`src/rtl/tdm_rx_pkg.sv`:
```
package tdm_rx_pkg;

  // Frame position of the last bit of data slot k (k counted from zero).
  function automatic int unsigned slot_last_pos(int unsigned k,
                                                int unsigned tag_w,
                                                int unsigned slot_w);
    return tag_w + (k + 1) * slot_w - 1;
  endfunction

  // Total number of bit positions in one frame.
  function automatic int unsigned frame_bits(int unsigned tag_w,
                                             int unsigned slot_w,
                                             int unsigned num_slots);
    return tag_w + num_slots * slot_w;
  endfunction

endpackage

```
`src/rtl/tdm_rx_framer.sv`:
```
// Tracks frame position from the controller's sync and qualifies each sample.
module tdm_rx_framer #(
  parameter int unsigned FRAME_LEN = 256,
  parameter int unsigned CNT_W     = 8
) (
  input  logic             clk,
  input  logic             rst_n,
  input  logic             frame_sync_i,
  output logic [CNT_W-1:0] pos_o,
  output logic             bit_en_o,
  output logic             frame_end_o
);

  localparam logic [CNT_W-1:0] LAST_POS = CNT_W'(FRAME_LEN - 1);

  logic             sync_q;
  logic             aligned_q, aligned_d;
  logic [CNT_W-1:0] pos_q, pos_d;
  logic             sync_rise;
  logic             at_last;

  assign sync_rise = frame_sync_i & ~sync_q;
  assign at_last   = (pos_q == LAST_POS);

  always_comb begin
    pos_d     = pos_q;
    aligned_d = aligned_q;
    if (sync_rise) begin
      pos_d     = '0;
      aligned_d = 1'b1;
    end else if (aligned_q && !at_last) begin
      pos_d = pos_q + 1'b1;
    end
  end

  always_ff @(posedge clk or negedge rst_n) begin
    if (!rst_n) begin
      sync_q    <= 1'b0;
      aligned_q <= 1'b0;
      pos_q     <= '0;
    end else begin
      sync_q    <= frame_sync_i;
      aligned_q <= aligned_d;
      pos_q     <= pos_d;
    end
  end

  // A sample belongs to the current frame unless a sync rise lands early.
  assign bit_en_o    = aligned_q & (~sync_rise | at_last);
  assign frame_end_o = aligned_q & sync_rise & at_last;
  assign pos_o       = pos_q;

endmodule

```
`src/rtl/tdm_rx_tag.sv`:
```
// Captures the tag slot flags and watches the reserved tag bits.
module tdm_rx_tag #(
  parameter int unsigned TAG_W     = 16,
  parameter int unsigned NUM_SLOTS = 12,
  parameter int unsigned CNT_W     = 8
) (
  input  logic                 clk,
  input  logic                 rst_n,
  input  logic                 din_i,
  input  logic [CNT_W-1:0]     pos_i,
  input  logic                 bit_en_i,
  output logic                 ready_o,
  output logic [NUM_SLOTS-1:0] valid_o,
  output logic                 err_o
);

  localparam int unsigned      FLAG_N  = NUM_SLOTS + 1;
  localparam int unsigned      IDX_W   = $clog2(FLAG_N);
  localparam logic [CNT_W-1:0] FLAG_END = CNT_W'(FLAG_N);
  localparam logic [CNT_W-1:0] TAG_END  = CNT_W'(TAG_W);

  logic [FLAG_N-1:0] flags_q, flags_d;
  logic              err_q, err_d;
  logic              in_flags;
  logic              in_rsvd;

  assign in_flags = bit_en_i & (pos_i < FLAG_END);
  assign in_rsvd  = bit_en_i & (pos_i >= FLAG_END) & (pos_i < TAG_END);

  always_comb begin
    flags_d = flags_q;
    err_d   = err_q;
    if (in_flags) begin
      flags_d[pos_i[IDX_W-1:0]] = din_i;
    end
    if (in_rsvd && din_i) begin
      err_d = 1'b1;
    end
  end

  always_ff @(posedge clk or negedge rst_n) begin
    if (!rst_n) begin
      flags_q <= '0;
      err_q   <= 1'b0;
    end else begin
      flags_q <= flags_d;
      err_q   <= err_d;
    end
  end

  assign ready_o = flags_q[0];
  assign valid_o = flags_q[FLAG_N-1:1];
  assign err_o   = err_q;

endmodule

```
`src/rtl/tdm_rx_slots.sv`:
```
// Deserialises the data slots into one staging word per slot.
module tdm_rx_slots #(
  parameter int unsigned TAG_W     = 16,
  parameter int unsigned SLOT_W    = 20,
  parameter int unsigned NUM_SLOTS = 12,
  parameter int unsigned CNT_W     = 8
) (
  input  logic                        clk,
  input  logic                        rst_n,
  input  logic                        din_i,
  input  logic [CNT_W-1:0]            pos_i,
  input  logic                        bit_en_i,
  output logic [NUM_SLOTS*SLOT_W-1:0] stage_next_o
);

  logic [SLOT_W-1:0] shift_q, shift_d;
  logic [SLOT_W-1:0] word;

  assign word = {shift_q[SLOT_W-2:0], din_i};

  always_comb begin
    shift_d = shift_q;
    if (bit_en_i) begin
      shift_d = word;
    end
  end

  always_ff @(posedge clk or negedge rst_n) begin
    if (!rst_n) begin
      shift_q <= '0;
    end else begin
      shift_q <= shift_d;
    end
  end

  for (genvar k = 0; k < NUM_SLOTS; k++) begin : g_slot
    localparam logic [CNT_W-1:0] END_POS =
      CNT_W'(tdm_rx_pkg::slot_last_pos(k, TAG_W, SLOT_W));

    logic [SLOT_W-1:0] stage_q, stage_d;
    logic              slot_end;

    assign slot_end = bit_en_i & (pos_i == END_POS);

    always_comb begin
      stage_d = stage_q;
      if (slot_end) begin
        stage_d = word;
      end
    end

    always_ff @(posedge clk or negedge rst_n) begin
      if (!rst_n) begin
        stage_q <= '0;
      end else begin
        stage_q <= stage_d;
      end
    end

    // The next-state view lets the final slot publish on its own last bit.
    assign stage_next_o[k*SLOT_W +: SLOT_W] = stage_d;
  end

endmodule

```
`src/rtl/tdm_frame_rx.sv`:
```
// Serial TDM frame receiver: framing, tag decode, slot capture, publication.
module tdm_frame_rx #(
  parameter int unsigned TAG_W     = 16,
  parameter int unsigned SLOT_W    = 20,
  parameter int unsigned NUM_SLOTS = 12
) (
  input  logic                        clk,
  input  logic                        rst_n,
  input  logic                        frame_sync_i,
  input  logic                        ser_din_i,
  output logic                        frame_done_o,
  output logic                        peer_ready_o,
  output logic [NUM_SLOTS-1:0]        slot_valid_o,
  output logic                        irq_o,
  output logic                        tag_err_o,
  output logic [NUM_SLOTS*SLOT_W-1:0] slot_data_o
);

  localparam int unsigned FRAME_LEN = tdm_rx_pkg::frame_bits(TAG_W, SLOT_W, NUM_SLOTS);
  localparam int unsigned CNT_W     = $clog2(FRAME_LEN);

  logic [CNT_W-1:0]            pos;
  logic                        bit_en;
  logic                        frame_end;
  logic                        tag_ready;
  logic [NUM_SLOTS-1:0]        tag_valid;
  logic [NUM_SLOTS*SLOT_W-1:0] stage_next;

  tdm_rx_framer #(
    .FRAME_LEN (FRAME_LEN),
    .CNT_W     (CNT_W)
  ) framer_i (
    .clk          (clk),
    .rst_n        (rst_n),
    .frame_sync_i (frame_sync_i),
    .pos_o        (pos),
    .bit_en_o     (bit_en),
    .frame_end_o  (frame_end)
  );

  tdm_rx_tag #(
    .TAG_W     (TAG_W),
    .NUM_SLOTS (NUM_SLOTS),
    .CNT_W     (CNT_W)
  ) tag_i (
    .clk      (clk),
    .rst_n    (rst_n),
    .din_i    (ser_din_i),
    .pos_i    (pos),
    .bit_en_i (bit_en),
    .ready_o  (tag_ready),
    .valid_o  (tag_valid),
    .err_o    (tag_err_o)
  );

  tdm_rx_slots #(
    .TAG_W     (TAG_W),
    .SLOT_W    (SLOT_W),
    .NUM_SLOTS (NUM_SLOTS),
    .CNT_W     (CNT_W)
  ) slots_i (
    .clk          (clk),
    .rst_n        (rst_n),
    .din_i        (ser_din_i),
    .pos_i        (pos),
    .bit_en_i     (bit_en),
    .stage_next_o (stage_next)
  );

  // Publication registers, all loaded on the frame-end edge.
  logic                 done_q, done_d;
  logic                 ready_q, ready_d;
  logic [NUM_SLOTS-1:0] valid_q, valid_d;
  logic                 irq_q, irq_d;

  always_comb begin
    done_d  = frame_end;
    ready_d = ready_q;
    valid_d = valid_q;
    irq_d   = irq_q;
    if (frame_end) begin
      ready_d = tag_ready;
      valid_d = tag_valid;
      irq_d   = ser_din_i;
    end
  end

  always_ff @(posedge clk or negedge rst_n) begin
    if (!rst_n) begin
      done_q  <= 1'b0;
      ready_q <= 1'b0;
      valid_q <= '0;
      irq_q   <= 1'b0;
    end else begin
      done_q  <= done_d;
      ready_q <= ready_d;
      valid_q <= valid_d;
      irq_q   <= irq_d;
    end
  end

  for (genvar k = 0; k < NUM_SLOTS; k++) begin : g_pub
    logic [SLOT_W-1:0] pub_q, pub_d;
    logic              load;

    assign load = frame_end & tag_valid[k];

    always_comb begin
      pub_d = pub_q;
      if (load) begin
        pub_d = stage_next[k*SLOT_W +: SLOT_W];
      end
    end

    always_ff @(posedge clk or negedge rst_n) begin
      if (!rst_n) begin
        pub_q <= '0;
      end else begin
        pub_q <= pub_d;
      end
    end

    assign slot_data_o[k*SLOT_W +: SLOT_W] = pub_q;
  end

  assign frame_done_o = done_q;
  assign peer_ready_o = ready_q;
  assign slot_valid_o = valid_q;
  assign irq_o        = irq_q;

endmodule

```
`config.mk`:
```
export PLATFORM = sky130hd
export DESIGN_NAME = tdm_frame_rx
export DESIGN_NICKNAME = d
export VERILOG_FILES = /design/src/rtl/tdm_rx_pkg.sv /design/src/rtl/tdm_rx_framer.sv /design/src/rtl/tdm_rx_tag.sv /design/src/rtl/tdm_rx_slots.sv /design/src/rtl/tdm_frame_rx.sv
export SDC_FILE = /design/constraint.sdc
export NUM_CORES = 1
export LEC_CHECK = 0
export BUFFER_PORTS_ARGS = -buffer_cell sky130_fd_sc_hd__buf_4
export CAP_MARGIN = 30
export CORE_MARGIN = 3
export CORE_UTILIZATION = 55
export CTS_CLUSTER_DIAMETER = 100
export CTS_CLUSTER_SIZE = 40
export DETAILED_ROUTE_END_ITERATION = 8
export GPL_ROUTABILITY_DRIVEN = 0
export GPL_TIMING_DRIVEN = 0
export PLACE_DENSITY = 0.76
export REMOVE_ABC_BUFFERS = 1
export SKIP_LAST_GASP = 1
export SLEW_MARGIN = 5
export SYNTH_ARGS = -nofsm -noshare
export SYNTH_HDL_FRONTEND = slang
export SYNTH_HIERARCHICAL = 1
export SYNTH_SLANG_ARGS = --single-unit
```
`constraint.sdc`:
```
create_clock -name clk -period 3.95 [get_ports clk]
set_input_delay 0.5925 -clock clk [delete_from_list [all_inputs] [get_ports clk]]
set_output_delay 0.5925 -clock clk [all_outputs]
set_load 0.005 [all_outputs]
```
==> results of run 1 <==
==> flip-flops by register name, indices dropped and copies added, names as in the netlist <==
register and count:
frame_done_o 1, framer_i/aligned_q 1, framer_i/pos_o 8, framer_i/sync_q 1, g_pub.pub_q 240, irq_o 1
peer_ready_o 1, slot_valid_o 12, slots_i/g_slot.stage_q 240, slots_i/shift_q 19, tag_i/err_o 1, tag_i/flags_q 13
==> power groups by stage <==
stage | sequential (µW) | combinational [µW] | clock [µW]
2_1_floorplan | 6010 | 266 | 0
3_3_place_gp | 6500 | 416 | 0
3_5_place_dp | 6490 | 525 | 0
4_1_cts | 6380 | 531 | 2490
5_1_grt | 6360 | 639 | 2670
6_report | 6340 | 588 | 2400
==> worst min-delay path by stage <==
| stage | startpoint | end | slack (ps) |
|---|---|---|---|
| after CTS | frame_sync_i | framer_i/sync_q | 120 |
| after detailed placement | slots_i/g_slot[1].stage_q[16] | slots_i/g_slot[1].stage_q[16] | 470 |
| final | frame_sync_i | framer_i/sync_q | 150 |
| after floorplan | rst_n | frame_done_o | 300 |
| after global placement | tag_i/err_o | tag_i/err_o | 460 |
| after global routing | frame_sync_i | framer_i/sync_q | 120 |
==> final cells by class <==
| cell class | instances | area share |
|---|---|---|
| sequential | 538 | 0.555 |
| multi-input combinational | 626 | 0.296 |
| timing repair buffer | 289 | 0.101 |
| tap | 511 | 0.0264 |
| clock buffer | 18 | 0.0181 |
| inverter | 13 | 0.00201 |
| clock inverter | 1 | 0.000826 |
==> repair_timing <==
action | CTS | global route
hold buffers | 1 | 0
endpoints found under the setup margin | 1 | 69
setup buffers | 0 | 0
gates resized for setup | 1 | 3
endpoints found under the hold margin | 64 | 0
==> worst reg2reg max path, stage by stage (launching register included) <==
cell      delay, ps
dfrtp_1         580
ha_1            320
nand3_1         140
nor2_1          300
o21a_2          360
nand3b_1        210
or4_2          1000
mux2_1          470
mux2_2          280
==> placed cells by master (no fill, tap or decap), types with 6 or more instances in the layout <==
cell type / Yosys / layout
buf_6: 18 / 8
nor2_1: 7 / 7
mux2_4: 154 / 154
nand4_1: 8 / 8
nand3_1: 12 / 12
buf_4: 1 / 265
mux2_1: 30 / 30
nand2_1: 9 / 9
o21ai_0: 16 / 16
buf_16: 0 / 11
inv_1: 13 / 13
mux2_2: 330 / 330
clkbuf_16: 0 / 17
dfrtp_1: 538 / 538
nand2_4: 6 / 6
==> kinds of logic (layout without fill, tap and decap cells) <==
logic type / count (synthesis) / count (layout)
flops: 538 / 538
mux: 514 / 514
buf+inv: 87 / 321
simple gates: 83 / 83
compound gates: 26 / 26
xor+xnor: 2 / 2
fa+ha+maj: 1 / 1
==> layer usage <==
layer	part of all wire	global-route usage	vias up
li1	-	-	4827
met1	0.45	0.335	5892
met2	0.48	0.377	215
met3	0.047	0.0348	36
met4	0.018	0.0409	0
met5	0	0	-
==> metrics by stage <==
step | setup TNS, ps | util | cell area (µm²) | hold slack [ps] | total power (µW)
6_report | 0 | 0.642 | 24200 | 148 | 9330
5_1_grt | 0 | 0.642 | 24200 | 117 | 9670
4_1_cts | 0 | 0.640 | 24200 | 121 | 9410
3_5_place_dp | 0 | 0.628 | 23700 | 469 | 7020
3_3_place_gp | -2230950 | 0.615 | 23200 | 459 | 6920
2_1_floorplan | -52940 | - | 20600 | 297 | 6270
==> reports/qor.yml, run 1 <==
yosys:
  synth.largest_area_cell: "dfrtp_1"
  synth-edff-count: 0
  synth_top_family_by_area: "multiplexers"
  ys_types: 48
  yosysWarnings: 6
  synthMuxAreaShare: 0.302
  synth_cells: 1251
  ys_top_cells_by_count: "dfrtp_1 (538), mux2_2 (330), mux2_4 (154), buf_2 (31), mux2_1 (30)"
  synth_xor_area_frac: 0.000830
  ys_ff_latch: 538
  synth_simple_gate_area_share: 0.0277
  synthTopCellsByArea: "dfrtp_1 (64%), mux2_2 (18%), mux2_4 (11%)"
  avgSynthCellArea_um2: 16.9
  synth.top_cell.area_share: 0.638
  synth_compound_area_frac: 0.00688
  ys.flop_type: "dfrtp_1"
  synth_adder_area_share: 0.000593
  yosysSeqAreaShare: 0.638
  yosysMostFrequentCell: "dfrtp_1"
  synthesis.area_mm2: 0.0211
  synthArstFlopShare: 1.00
final_layout:
  seqCellArea_mm2: 0.0135
  drive_gt1_frac: 0.550
  areaGrowthSynthToFinish_pct: 14.9
  fill_cells: 2738
  final_cells: 1996
  multi_input_area_mm2: 0.00718
  final_nets: 1490
  antenna_cells: 0
global_route:
  grt_max_degree: 124
  grt.total_usage: 0.230
  grt_pass1_wl_mm: 72.5
  antenna_found_initial: 2
  overflow: 0
  grt_pass1_vias: 11569
route:
  drtAntennaViolNets: 0
  post_drt_wl_per_cell_um: 23.6
  drt_iter0_drc: 545
  drc: 0
  vias_per_cell: 5.50
  first_pass_iters: 4
  wirelength_mm: 47.1
  vias: 10970
die:
  die_x_um: 202
  die_y_um: 202
  initial_utilization: 0.559
  die_area_mm2: 0.0408
  rows: 71
  ios: 260
  core_area_mm2: 0.0378
sta:
  finalMaxSlewViolations: 0
  fin_worst_skew_ps: 38.2
  worstMarginPinSlew_ps: 1040
  setup_viol: 0
  finalCriticalPeriod_ps: 3760
  rsz0062_at_grt: "false"
  fin_ws_ps: 185
  hold_viol: 0
  slew_headroom: 0.307
  max_freq_mhz: 266
  fin_crit_sh: 0.953
setup_path:
  crit_start: "framer_i/pos_o[0]"
  crit_family: "simple AND/OR/NAND/NOR gates"
  crit_path_start_kind: "flop"
  crit_path_end: "g_pub[5].pub_q[3]"
  path_cells: "ha_1 > nand3_1 > nor2_1 > o21a_2 > nand3b_1 > or4_2 > mux2_1 > mux2_2"
  r2r_cells: 8
  r2r_start: "framer_i/pos_o[0]"
  worstPathRequired_ps: 4400
  worst_ep_arrival_time_ps: 4210
  crit_fanout: 20
  reg2reg_slack_ps: 190
  critPathSlowestCell: "or4_2"
  r2r-end: "g_pub[5].pub_q[3]"
  critPathBufInv: 0
  setup.worst_path.end_class: "flop"
  worstSetupPathType: "reg2reg"
  crit_cells: 8
  cpPeakStageDelay_ps: 1000
cts:
  cts.path.max_buffers: 3
  clock-sinks: 538
  htreeDepth: 1
  clk_pin_slew_ps: 150
  clkLatencyLatePin_ps: 560
  cts_buffers: 17
  cts-root-buf: "clkbuf_16"
  cts_tree: "built"
power:
  pwr-share-clk: 0.258
  p_per_area_mw_per_mm2: 385
  pwr-share-comb: 0.063
  power.switching_uw: 2580
  pwr-share-seq: 0.679
  p_int_uw: 6750
  vdd_ir_drop_max_uv: 367
  leakagePower_uw: 0.0132
  switching_share: 0.276
placed_design:
  place_inst: 1973
  dp_hpwl_mm: 30.3
  port_buffers: 259
  dpl_worst_slack_ps: 24.9
outcome:
  outcome: "finished, final reports clean"
worst_hold_path:
  hold_path.class: "in2reg"
  whs_path_depth: 1
job:
  cap_violations: 0
(Power assumes the default switching activity.)
==> run 2, diff against run 1 <==
--- a/config.mk
+++ b/config.mk
@@ -7,7 +7,7 @@
 export LEC_CHECK = 0
 export BUFFER_PORTS_ARGS = -buffer_cell sky130_fd_sc_hd__buf_4
 export CAP_MARGIN = 30
-export CORE_MARGIN = 3
+export CORE_ASPECT_RATIO = 0.75
 export CORE_UTILIZATION = 55
 export CTS_CLUSTER_DIAMETER = 100
 export CTS_CLUSTER_SIZE = 40
==> run 2 against run 1 <==
  * Combinational power up 6.3%
  * Power down 0.24%
  * Die area down 3.9%
  * Clock skew down 15 ps
  * Fmax up 0.83%
  * First-iteration DRC count up 21%
  * Sequential share of layout area about the same
  * Cell count down 0.35%
  * Final area about the same
  * Register-to-register slack better by 30 ps
  * Critical path depth up 3
  * Global-route usage up 0.78 points
  * Largest power group unchanged
==> reports/qor.yml, run 2 (synthesis results as in run 1) <==
outcome:
  outcome: "finished, final reports clean"
sta:
  rsz0062_at_grt: "false"
  max_freq_mhz: 268
  fin_ws_ps: 216
  fin_worst_skew_ps: 23.4
  finalMaxSlewViolations: 0
  finalCriticalPeriod_ps: 3730
  setup_viol: 0
  worstMarginPinSlew_ps: 992
  hold_viol: 0
  slew_headroom: 0.338
  fin_crit_sh: 0.945
setup_path:
  setup.worst_path.end_class: "flop"
  r2r-end: "g_pub[1].pub_q[19]"
  path_cells: "ha_1 > nand3_1 > nor2_1 > o21a_4 > nand2b_1 > nor4_2 > buf_4 > buf_4 > buf_4 > mux2_1 > mux2_2"
  worst_ep_arrival_time_ps: 4170
  worstPathRequired_ps: 4390
  crit_fanout: 26
  critPathBufInv: 3
  r2r_cells: 11
  r2r_start: "framer_i/pos_o[0]"
  critPathSlowestCell: "dfrtp_1"
  reg2reg_slack_ps: 220
  worstSetupPathType: "reg2reg"
  cpPeakStageDelay_ps: 570
  crit_path_start_kind: "flop"
  cpMostUsedCell: "buf_4"
  crit_family: "simple AND/OR/NAND/NOR gates"
die:
  rows: 61
  die_y_um: 172
  core_area_mm2: 0.0374
  die_area_mm2: 0.0392
  die_x_um: 228
  initial_utilization: 0.564
  ios: 260
global_route:
  grt_pass1_wl_mm: 70.6
  grt_pass1_vias: 11382
  grt.total_usage: 0.238
  grt_max_degree: 114
  antenna_found_initial: 2
  overflow: 0
route:
  vias_per_cell: 5.51
  first_pass_iters: 4
  wirelength_mm: 45.7
  drt_iter0_drc: 658
  drtAntennaViolNets: 0
  vias: 10967
  post_drt_wl_per_cell_um: 23.0
  drc: 0
final_layout:
  final_common_cell: "dfrtp_1"
  utilization: 0.648
  final_cell_mix: "dfrtp_1 (538), mux2_2 (330), buf_4 (268)"
  final_nets: 1490
  antenna_cells: 0
  reg_top3: "g_pub.pub_q: 240 flops, slots_i/g_slot.stage_q: 240 flops, slots_i/shift_q: 19 flops"
  seqCellArea_mm2: 0.0135
  drive_gt1_frac: 0.550
  areaGrowthSynthToFinish_pct: 14.8
  final_cells: 1989
  fill_cells: 2690
  multi_input_area_mm2: 0.00719
worst_hold_path:
  hold_path.class: "in2reg"
  whs_path_depth: 1
  worstHoldStart: "frame_sync_i"
  holdPathEnd: "framer_i/sync_q"
placed_design:
  place_inst: 1965
  port_buffers: 259
  dpl_worst_slack_ps: -433
  dp_hpwl_mm: 29.5
cts:
  post-cts-setup-buffer-count: 0
  cts_tree: "built"
  htreeDepth: 1
  cts-root-buf: "clkbuf_16"
  cts_buffers: 17
  clock-sinks: 538
  clkLatencyLatePin_ps: 560
  clk_pin_slew_ps: 140
  cts.path.max_buffers: 3
power:
  leakagePower_uw: 0.0132
  p_per_area_mw_per_mm2: 384
  vdd_ir_drop_max_uv: 398
job:
  cap_violations: 0
-- run 2: worst reg2reg max path, cell delays in order (launching register included) --
cell	delay, ps
dfrtp_1	570
ha_1	300
nand3_1	110
nor2_1	300
o21a_4	400
nand2b_1	180
nor4_2	480
buf_4	260
buf_4	190
buf_4	180
mux2_1	360
mux2_2	280
-- run 2: power by group --
| group | switching (µW) | internal (µW) |
|---|---|---|
| clock | 1570 | 811 |
| sequential | 639 | 5660 |
| combinational | 344 | 281 |
-- run 2: final cells by class --
class                           count  area share
Sequential cell                   538       0.555
Clock buffer                       17      0.0176
Inverter                           13     0.00201
Timing Repair Buffer              289       0.101
Clock inverter                      2     0.00160
Multi-Input combinational cell    626       0.297
Tap cell                          504      0.0260
-- run 2: worst max path at each step --
stage               depth (start not counted)  slack, ps                 end         startpoint
finish                                     11        220  g_pub[1].pub_q[19]  framer_i/pos_o[0]
global route                               11        0.3  g_pub[1].pub_q[19]  framer_i/pos_o[0]
CTS                                         9        -20  g_pub[6].pub_q[18]  framer_i/pos_o[0]
detailed placement                          8       -430  g_pub[5].pub_q[16]  framer_i/pos_o[0]
global placement                            1      -3220  g_pub[7].pub_q[13]              rst_n
floorplan                                   8       -750   g_pub[1].pub_q[0]  framer_i/pos_o[0]
-- run 2: metal layers --
metal,part of all wire,track usage,vias up
met4,0.015,0.0417,0
met5,0,0,-
met1,0.45,0.340,5849
li1,-,-,4834
met3,0.067,0.0595,38
met2,0.47,0.375,246
-- run 2: through the flow --
stage | instance area (µm²) | TNS (ps) | power [µW] | hold slack, ps
global placement | 23200 | -2203130 | 6920 | 461
detailed placement | 23700 | -29580 | 7010 | 472
finish | 24200 | 0 | 9300 | 141
global route | 24200 | 0 | 9640 | 102
floorplan | 20600 | -52940 | 6270 | 297
CTS | 24100 | -42.9 | 9380 | 110
-- run 2: repair_timing --
item,4_1_cts,5_1_grt
hold endpoints to repair,43,0
hold buffers,1,0
resized for setup,3,3
setup endpoints to repair,181,85
